<file path="config.mk">
export PLATFORM = sky130hd
export DESIGN_NAME = iop_fault_status
export DESIGN_NICKNAME = d
export VERILOG_FILES = /design/src/rtl/iop_fault_status.sv
export SDC_FILE = /design/constraint.sdc
export NUM_CORES = 1
export LEC_CHECK = 0
export ABC_CLOCK_PERIOD_IN_PS = 1600
export CAP_MARGIN = 30
export CORE_ASPECT_RATIO = 1.1
export CORE_UTILIZATION = 26
export DETAILED_ROUTE_END_ITERATION = 12
export PLACE_DENSITY = 0.69
export REMOVE_ABC_BUFFERS = 1
export SLEW_MARGIN = 10
export SYNTH_ARGS = -nofsm -noshare
export SYNTH_HDL_FRONTEND = slang
export SYNTH_SLANG_ARGS = --single-unit
</file>
<file path="constraint.sdc">
create_clock -name clk -period 1.6 [get_ports clk]
set_input_delay 0.32 -clock clk [delete_from_list [all_inputs] [get_ports clk]]
set_output_delay 0.32 -clock clk [all_outputs]
set_load 0.1 [all_outputs]
</file>
<file path="src/rtl/iop_fault_status.sv">
module iop_fault_status #(
  parameter int ADDR_W = 22
) (
  input  logic              clk,
  input  logic              rst_n,
  input  logic              clr,
  input  logic              mrd_valid,
  input  logic              mem_perr,
  input  logic              iop_perr,
  input  logic              cmd_phase,
  input  logic              hte_flag,
  input  logic              srd_valid,
  input  logic              sub_perr,
  input  logic              mie_stb,
  input  logic              cm_fault,
  input  logic              fetch_start,
  input  logic [ADDR_W-1:0] cmd_addr,
  output logic [31:0]       status,
  output logic              pfi,
  output logic              halt_req,
  output logic              uend_req
);
  localparam int FLD_W   = 19;
  localparam int FLD_LSB = ADDR_W - FLD_W;

  logic bcf_q, ccf_q, mie_q, pfi_q, halt_q, uend_q;
  logic [FLD_W-1:0] addr_q;

  logic bcf_ev, ccf_ev, mem_ev, term_ev, halt_ev;
  assign bcf_ev  = mrd_valid & (mem_perr ^ iop_perr);
  assign ccf_ev  = srd_valid & sub_perr;
  assign mem_ev  = bcf_ev | mie_stb;
  assign term_ev = ccf_ev | (mem_ev & cmd_phase);
  assign halt_ev = mem_ev & ~cmd_phase & hte_flag & ~term_ev;

  always_ff @(posedge clk or negedge rst_n) begin
    if (!rst_n) begin
      bcf_q  <= 1'b0;
      ccf_q  <= 1'b0;
      mie_q  <= 1'b0;
      pfi_q  <= 1'b0;
      halt_q <= 1'b0;
      uend_q <= 1'b0;
      addr_q <= '0;
    end else begin
      bcf_q  <= (bcf_q & ~clr) | bcf_ev;
      ccf_q  <= (ccf_q & ~clr) | ccf_ev;
      mie_q  <= (mie_q & ~clr) | mie_stb;
      pfi_q  <= (pfi_q & ~clr) | bcf_ev | ccf_ev | mie_stb | cm_fault;
      halt_q <= halt_ev;
      uend_q <= term_ev;
      if (fetch_start) addr_q <= cmd_addr[ADDR_W-1:FLD_LSB];
    end
  end

  assign status   = {addr_q, 9'b0, mie_q, ccf_q, bcf_q, 1'b0};
  assign pfi      = pfi_q;
  assign halt_req = halt_q;
  assign uend_req = uend_q;

  assert_bcf_set_R1: assert property (@(posedge clk) disable iff (!rst_n)
    (mrd_valid && (mem_perr != iop_perr)) |=> status[1]);

  assert_fetch_term_R3: assert property (@(posedge clk) disable iff (!rst_n)
    (mrd_valid && (mem_perr != iop_perr) && cmd_phase) |=> (uend_req && !halt_req));

  assert_ccf_term_R4: assert property (@(posedge clk) disable iff (!rst_n)
    (srd_valid && sub_perr) |=> (status[2] && uend_req));

  assert_mie_set_R5: assert property (@(posedge clk) disable iff (!rst_n)
    mie_stb |=> (status[3] && pfi));

  assert_pfi_cover_R6: assert property (@(posedge clk) disable iff (!rst_n)
    (status[3:1] != 3'b000) |-> pfi);

  assert_sticky_R9: assert property (@(posedge clk) disable iff (!rst_n)
    (status[1] && !clr) |=> status[1]);

  assert_prio_R10: assert property (@(posedge clk) disable iff (!rst_n)
    !(halt_req && uend_req));

  assert_addr_hold_R7: assert property (@(posedge clk) disable iff (!rst_n)
    !fetch_start |=> $stable(status[31:13]));
endmodule

</file>
-- Word-level counts from Yosys, hierarchy flattened
Cells that the tools add are included.
- bits in registers: 25
- bits of input ports: 35
- output and inout bits: 35
- word-level logic and storage cells: 30
- bitwise logic cells: 23
- operators with widths (operator ; number):
    1-bit AND ; 10
    1-bit bitwise OR ; 9
    1-bit inverter ; 3
    1-bit bitwise XOR ; 1

-- Longest topological paths before layout
Gate-level depths: netlist (run 1).
- word-level depth: 7
- gate-level depth with buffers: 3
- mapped depth without buffers: 3

-- Least setup slack after synthesis (run 1)
No wires, ideal clock.
- kind: register to register
- start: reg, netlist name addr_q[0]
- end: reg addr_q[0]
- setup time: 125 ps
- arrival time: 1130 ps
- data required time: 1475 ps
- path slack: 344 ps
- cell stages (with the launch flop): 2
- buffers on the path: 0
- clock period less this slack: 1256 ps
- cell sequence: dfrtp_1 mux2_2
- RTL lines (item ; line ; RTL):
    to (signal assigned) ; 52 ; if (fetch_start) addr_q <= cmd_addr[ADDR_W-1:FLD_LSB];
    to (decl) ; 27 ; logic [FLD_W-1:0] addr_q;

-- Final worst setup path (run 1)
- start: in iop_perr
- end: reg halt_q, in the netlist halt_req
- word-level cells in the longest chain between the ends: 7
- elaborated cells on any way between the ends: 9
- those cells by class: bitwise (9)
- ends and longest elaborated chain (item ; line ; RTL):
    from (decl) ; 9 ; input logic iop_perr,
    1-bit bitwise XOR * ; 30 ; assign bcf_ev = mrd_valid & (mem_perr ^ iop_perr);
    1-bit AND * ; 30 ;
    1-bit bitwise OR * ; 32 ; assign mem_ev = bcf_ev | mie_stb;
    1-bit AND ; 33 ; assign term_ev = ccf_ev | (mem_ev & cmd_phase);
    1-bit bitwise OR ; 33 ;
    1-bit inverter ; 34 ; assign halt_ev = mem_ev & ~cmd_phase & hte_flag & ~term_ev;
    1-bit AND * ; 34 ;
    via halt_ev ; 29 ; logic bcf_ev, ccf_ev, mem_ev, term_ev, halt_ev;
    to (signal assigned) ; 50 ; halt_q <= halt_ev;
    to (decl) ; 26 ; logic bcf_q, ccf_q, mie_q, pfi_q, halt_q, uend_q;
The timed path passes the listed nets; every way through them passes the cells marked *.
A chain may end at the register's enable or synchronous reset.

==> results of run 1 <==
path summary, 6_finish.rpt:
| check | cells after the start | to | slack, ns |
|---|---|---|---|
| setup / recovery | 4 | halt_req | 0.35 |
| hold / removal | 2 | mie_q | 0.41 |
| setup reg to reg | 1 | addr_q[2] | 0.79 |
| hold reg to reg | 1 | mie_q | 0.56 |
| max in group asynchronous | 2 | addr_q[3] | 0.94 |
| min in group clk | 1 | mie_q | 0.56 |
power groups by stage:
stage / clock [uW] / combinational, uW / sequential (uW)
2_1_floorplan: 0 / 167 / 1170
3_3_place_gp: 0 / 978 / 763
3_5_place_dp: 0 / 990 / 768
4_1_cts: 394 / 990 / 756
5_1_grt: 427 / 1010 / 762
6_report: 369 / 982 / 754
routing by layer:
layer	share of wire (%)	vias to the layer above	track usage, %
met5	0	-	0
met4	0	0	3.49
met3	11	0	4.67
met2	58	41	22.8
met1	32	360	10.8
li1	-	333	-
per-stage QoR:
stage | total power [uW] | cell area, um2 | setup WS [ns] | instances | hold slack (ns)
after CTS | 2140 | 1900 | 0.336 | 179 | 0.423
after global placement | 1740 | 1860 | 0.0867 | 175 | 0.530
after floorplan | 1340 | 955 | 0.344 | 67 | 0.0244
final | 2110 | 1900 | 0.352 | 179 | 0.412
after global routing | 2200 | 1900 | 0.273 | 179 | 0.436
after detailed placement | 1760 | 1860 | 0.0475 | 175 | 0.539
cells in the mapped netlist:
library cell,count
o21ai_0,2
conb_1,1
buf_4,13
inv_1,3
and4bb_2,1
a22o_1,1
mux2_2,19
xor2_1,1
dfrtp_1,25
buf_6,2
nand2_1,1
nand3_1,1
a21o_1,1
a21oi_1,2
flip-flops by register name, indices dropped and copies added, names as in the netlist:
| signal | cells |
|---|---|
| ccf_q | 1 |
| bcf_q | 1 |
| pfi | 1 |
| uend_req | 1 |
| halt_req | 1 |
| addr_q | 19 |
| mie_q | 1 |
final cells by class:
cell class              count  share of cell area [%]
repair buffers             58                    44.1
flip-flops and latches     25                    32.9
well taps                  50                    3.29
inverters                   3                   0.592
clock inverters             1                   0.263
clock buffers               3                    2.17
multi-input cells          39                    16.7
cells by family after synthesis:
| logic type | after synthesis |
|---|---|
| AO/OA/AOI/OAI | 6 |
| XOR/XNOR | 1 |
| buffers and inverters | 18 |
| multiplexers | 19 |
| other | 1 |
| flip-flops | 25 |
| AND/OR/NAND/NOR | 3 |
worst max-delay path, stage by stage:
cell,delay [ns]
clkdlybuf4s50_1,0.42
xor2_1,0.18
a21oi_1,0.23
and4bb_2,0.26
cell usage in the layout (no fill, tap or decap):
| cell type | Yosys | final |
|---|---|---|
| a21oi_1 | 2 | 2 |
| xor2_1 | 1 | 1 |
| dfrtp_1 | 25 | 25 |
| clkbuf_8 | 0 | 3 |
| mux2_2 | 19 | 19 |
| inv_1 | 3 | 3 |
| a22o_1 | 1 | 1 |
| buf_12 | 0 | 26 |
| nand2_1 | 1 | 1 |
| and4bb_2 | 1 | 1 |
| conb_1 | 1 | 10 |
| o21ai_0 | 2 | 2 |
| nand3_1 | 1 | 1 |
| buf_4 | 13 | 1 |
| a21o_1 | 1 | 1 |
| clkinv_2 | 0 | 1 |
| clkdlybuf4s50_1 | 0 | 31 |
==> reports/metrics.csv, run 1 <==
stage,metric,value,unit
clock_network,htree depth,1,
power,Reg power frac,35.8,%
synthesis,Syn Inst Count,73,
die,die width,62.3,um
cells_and_area,final net count,165,
synthesis,Syn. warnings,0,
synthesis,top cell type's share of synthesized area,60.1,%
run,Max Cap Viol,0,
setup_path,CP Max Fanout,3,
power,switching share of power,42.3,%
power,Clock power frac,17.5,%
sta,min Tclk post-route,1.25,ns
die,row count,23,
power,Internal,1220,uW
drt,via count,734,
setup_path,critical path class,primary input to flip-flop,
global_route,GR Util All Layers,11.4,%
die,I/O pin count,70,
clock_network,CTS tree,done,
synthesis,"Seq/Total Area, Yosys",60.1,%
cells_and_area,layout cells sized above 1,39.5,%
setup_path,Worst Setup Start Kind,primary input,
die,total core area,3740,um2
power,pwr dens,1110,nW/um2
power,leakage power,0.000836,uW
clock_network,CTS Sinks,25,
synthesis,"Avg Cell Area, Syn",14.3,um2
synthesis,xor/xnor share of the synthesized area,0.841,%
die,Initial Utilization,27.8,%
worst_hold_path,min-delay worst type,primary input to asynchronous set/reset pin,
drt,Pre-antenna DRT Iters,2,
status,outcome,"complete, no violations",
clock_network,clk buf depth,2,
power,Psw,890,uW
drt,initial DRC count,5,
global_route,largest net degree at the start of global routing,26,
drt,DRC,0,
setup_path,crit path launch,iop_perr,
synthesis,Synth area leaders,"dfrtp_1 (60%), mux2_2 (21%), buf_4 (9.4%)",
clock_network,CTS resizes,0,
clock_network,clk_lat worst skew,0.26,ns
synthesis,Netlist Area Pre-Place,1040,um2
cells_and_area,Area growth syn-to-layout,82.7,%
place,DP HPWL,1.86,mm
sta,final setup vio count,0,
drt,Post-Route WL,2.27,mm
clock_network,# Post-CTS Setup Buffers,0,
cells_and_area,Storage cell area,626,um2
synthesis,simple-gate share of the synthesized area,2.04,%
setup_path,WP data required,1.76,ns
die,die area,4260,um2
place,routability congestion estimate from global placement,0.626,
synthesis,count of cell types in the netlist,14,
setup_path,CP arrival,1.41,ns
clock_network,clk slew on worst S/H paths,0.09,ns
cells_and_area,Final Util,50.8,%
cells_and_area,filler cell count,316,
sta,RSZ-0062 raised after global routing,no,
synthesis,Synth Area in Compound Gates,3.49,%
drt,wire per inst,12.7,um
setup_path,CP Capture Type,flip-flop,
global_route,first-pass GRT wire length,3.66,mm
drt,Via-to-Cell Ratio,4.10,
synthesis,main combinational cell family by area after synthesis,multiplexers,
drt,Final ANT Viol Nets,0,
clock_network,Clock Root Buffer,clkbuf_8,
synthesis,adder and majority cell fraction of the synthesized area,0,%
clock_network,cts bufs inserted,3,
clock_network,Post-CTS Hold Fix Bufs,0,
global_route,antenna violations before repair,0,
synthesis,mux share of post-synthesis cell area,20.6,%
setup_path,reg2reg start,addr_q[2],
die,Die Y,68.4,um
synthesis,dominant cell type by area after synthesis,dfrtp_1,
synthesis,#FFs+latches synth,25,
global_route,vias in the first global route,824,
sta,skew final,0,ns
sta,"Hold Violations, Final",0,
sta,Final Max Tran Viols,0,
cells_and_area,Multi-input gate area,318,um2
cells_and_area,ANT cells,0,
sta,crit share post-route,78.0,%
power,Comb power frac,46.6,%
power,peak supply drop,0.505,mV
sta,setup TNS,0,ns
place,I/O Buffers,56,
global_route,GR Overflow Total,0,
sta,maximum clock rate,0.801,GHz
Power figures use the tool's default switching activity.
==> inputs of run 2 (changes only) <==
--- a/config.mk
+++ b/config.mk
@@ -5,7 +5,7 @@
 export SDC_FILE = /design/constraint.sdc
 export NUM_CORES = 1
 export LEC_CHECK = 0
-export ABC_CLOCK_PERIOD_IN_PS = 1600
+export ABC_CLOCK_PERIOD_IN_PS = 1200
 export CAP_MARGIN = 30
 export CORE_ASPECT_RATIO = 1.1
 export CORE_UTILIZATION = 26
==> constraint.sdc (replaced) <==
create_clock -name clk -period 1.2 [get_ports clk]
set_input_delay 0.24 -clock clk [delete_from_list [all_inputs] [get_ports clk]]
set_output_delay 0.24 -clock clk [all_outputs]
set_load 0.1 [all_outputs]
==> reports/metrics.csv, run 2 (same netlist as run 1, synthesis figures left out) <==
stage,metric,value,unit
place,DP HPWL,1.77,mm
die,die width,62.3,um
power,Reg power frac,35.7,%
drt,initial DRC count,5,
clock_network,htree depth,1,
clock_network,clk slew on worst S/H paths,0.09,ns
power,switching share of power,42.3,%
global_route,largest net degree at the start of global routing,26,
setup_path,CP max stage cell,clkdlybuf4s50_1,
global_route,GR Overflow Total,0,
place,DP Worst Slack,-0.261,ns
die,die area,4260,um2
die,total core area,3740,um2
clock_network,CTS Sinks,25,
cells_and_area,Final Util,51.3,%
status,outcome,"complete, no violations",
clock_network,# Post-CTS Setup Buffers,0,
global_route,antenna violations before repair,0,
sta,WHS,0.315,ns
global_route,vias in the first global route,826,
drt,Final ANT Viol Nets,0,
cells_and_area,final net count,165,
drt,Post-Route WL,2.20,mm
cells_and_area,Largest register FFs,19,
clock_network,cts bufs inserted,3,
setup_path,CP Capture Type,flip-flop,
die,Die Y,68.4,um
cells_and_area,"commonest non-fill, non-tap cell in the layout",clkdlybuf4s50_1,
sta,"Hold Violations, Final",0,
power,Comb power frac,46.8,%
power,Internal,1630,uW
drt,wire per inst,12.3,um
place,routability congestion estimate from global placement,0.629,
place,I/O Buffers,56,
sta,crit share post-route,94.1,%
drt,Pre-antenna DRT Iters,2,
clock_network,Post-CTS Hold Fix Bufs,0,
worst_hold_path,min-delay worst type,primary input to asynchronous set/reset pin,
power,Psw,1190,uW
power,Clock power frac,17.5,%
cells_and_area,ANT cells,0,
clock_network,clk_lat worst skew,0.26,ns
clock_network,Clock Root Buffer,clkbuf_8,
cells_and_area,Top reg by flops,addr_q,
clock_network,clk buf depth,2,
drt,via count,726,
sta,"Worst Setup Slack, final",0.0714,ns
die,Initial Utilization,27.8,%
die,I/O pin count,70,
sta,Final Max Tran Viols,0,
cells_and_area,layout cells sized above 1,40.3,%
setup_path,slowest cell delay on critical path,0.47,ns
sta,min Tclk post-route,1.13,ns
cells_and_area,Area growth syn-to-layout,84.3,%
setup_path,CP Max Fanout,3,
setup_path,CP arrival,1.34,ns
sta,maximum clock rate,0.886,GHz
power,pwr dens,1470,nW/um2
sta,final setup vio count,0,
cells_and_area,most frequent cells in the layout,"clkdlybuf4s50_1 (31), buf_12 (27), dfrtp_1 (25)",
global_route,first-pass GRT wire length,3.59,mm
setup_path,Worst Setup Start Kind,primary input,
sta,RSZ-0062 raised after global routing,no,
global_route,GR Util All Layers,11.0,%
setup_path,WP data required,1.41,ns
clock_network,CTS tree,done,
run,Max Cap Viol,0,
die,row count,23,
power,peak supply drop,0.514,mV
sta,skew final,0,ns
setup_path,critical path class,primary input to flip-flop,
setup_path,crit path cell chain,clkdlybuf4s50_1 -> xor2_1 -> a21oi_2 -> and4bb_2,
drt,Via-to-Cell Ratio,4.06,
power,leakage power,0.000841,uW
drt,DRC,0,
==> run 2: changes by cell type in the layout (fill, tap and decap cells not counted) <==
cell	delta
a21oi_1	-1
a21oi_2	+1
buf_12	+1
buf_4	-1
==> run 2: path summary, 6_finish.rpt <==
path,start,slack [ns],cells past startpoint,to
max in group asynchronous,rst_n,0.74,2,pfi
min in group clk,clr,0.57,2,ccf_q
max,mem_perr,0.07,4,halt_req
min reg2reg,mie_q,0.57,1,mie_q
min,rst_n,0.31,2,uend_req
max reg2reg,addr_q[4],0.40,1,addr_q[4]
==> run 2: timing repair <==
item / in CTS / in global routing
resized for setup: 0 / 1
endpoints found under the setup margin: 0 / 1
endpoints found under the hold margin: 0 / 0
==> run 2: worst max-delay path, delay by kind of cell <==
family / cells / cell delay [ns]
AOI/OAI and AO/OA: 1 / 0.11
xor gates and xnor gates: 1 / 0.23
buffers and inverters: 1 / 0.47
and+or+nand+nor: 1 / 0.28
==> run 2: final cells by class <==
type	count	area, um2
sequential	25	626
clock inverter	1	5.00
multi-input combinational	39	322
tap	50	62.6
timing repair buffer	58	851
fill	325	1820
inverter	3	11.3
clock buffer	3	41.3
==> run 2: metrics by stage <==
step,power (uW),cell area [um2],cells,setup TNS [ns]
after detailed placement,2350,1870,175,-4.27
after floorplan,1790,955,67,-1.10
after CTS,2850,1910,179,0
after global placement,2330,1870,175,-3.94
final,2820,1920,179,0
after global routing,2940,1920,179,0
==> run 2: routing by layer <==
metal	GRT usage (%)	up-vias	share of wire, %
met1	11.2	352	35
met5	0	-	0
li1	-	335	-
met4	2.62	0	0
met2	20.5	39	54
met3	5.33	0	11
==> run 2: power by group through the flow <==
stage | Clock, uW | Combinational, uW | Sequential, uW
floorplan | 0 | 223 | 1560
global placement | 0 | 1310 | 1020
detailed placement | 0 | 1320 | 1020
CTS | 521 | 1320 | 1010
global route | 561 | 1360 | 1020
finish | 494 | 1320 | 1000
==> inputs of run 3 (changes only) <==
--- a/config.mk
+++ b/config.mk
@@ -8,7 +8,9 @@
 export ABC_CLOCK_PERIOD_IN_PS = 1200
 export CAP_MARGIN = 30
 export CORE_ASPECT_RATIO = 1.1
+export CORE_MARGIN = 1
 export CORE_UTILIZATION = 26
+export CTS_BUF_LIST = sky130_fd_sc_hd__clkbuf_8
 export DETAILED_ROUTE_END_ITERATION = 12
 export PLACE_DENSITY = 0.69
 export REMOVE_ABC_BUFFERS = 1
==> results of run 3 <==
Final layout, timing and power as in run 2 (identical DEF).
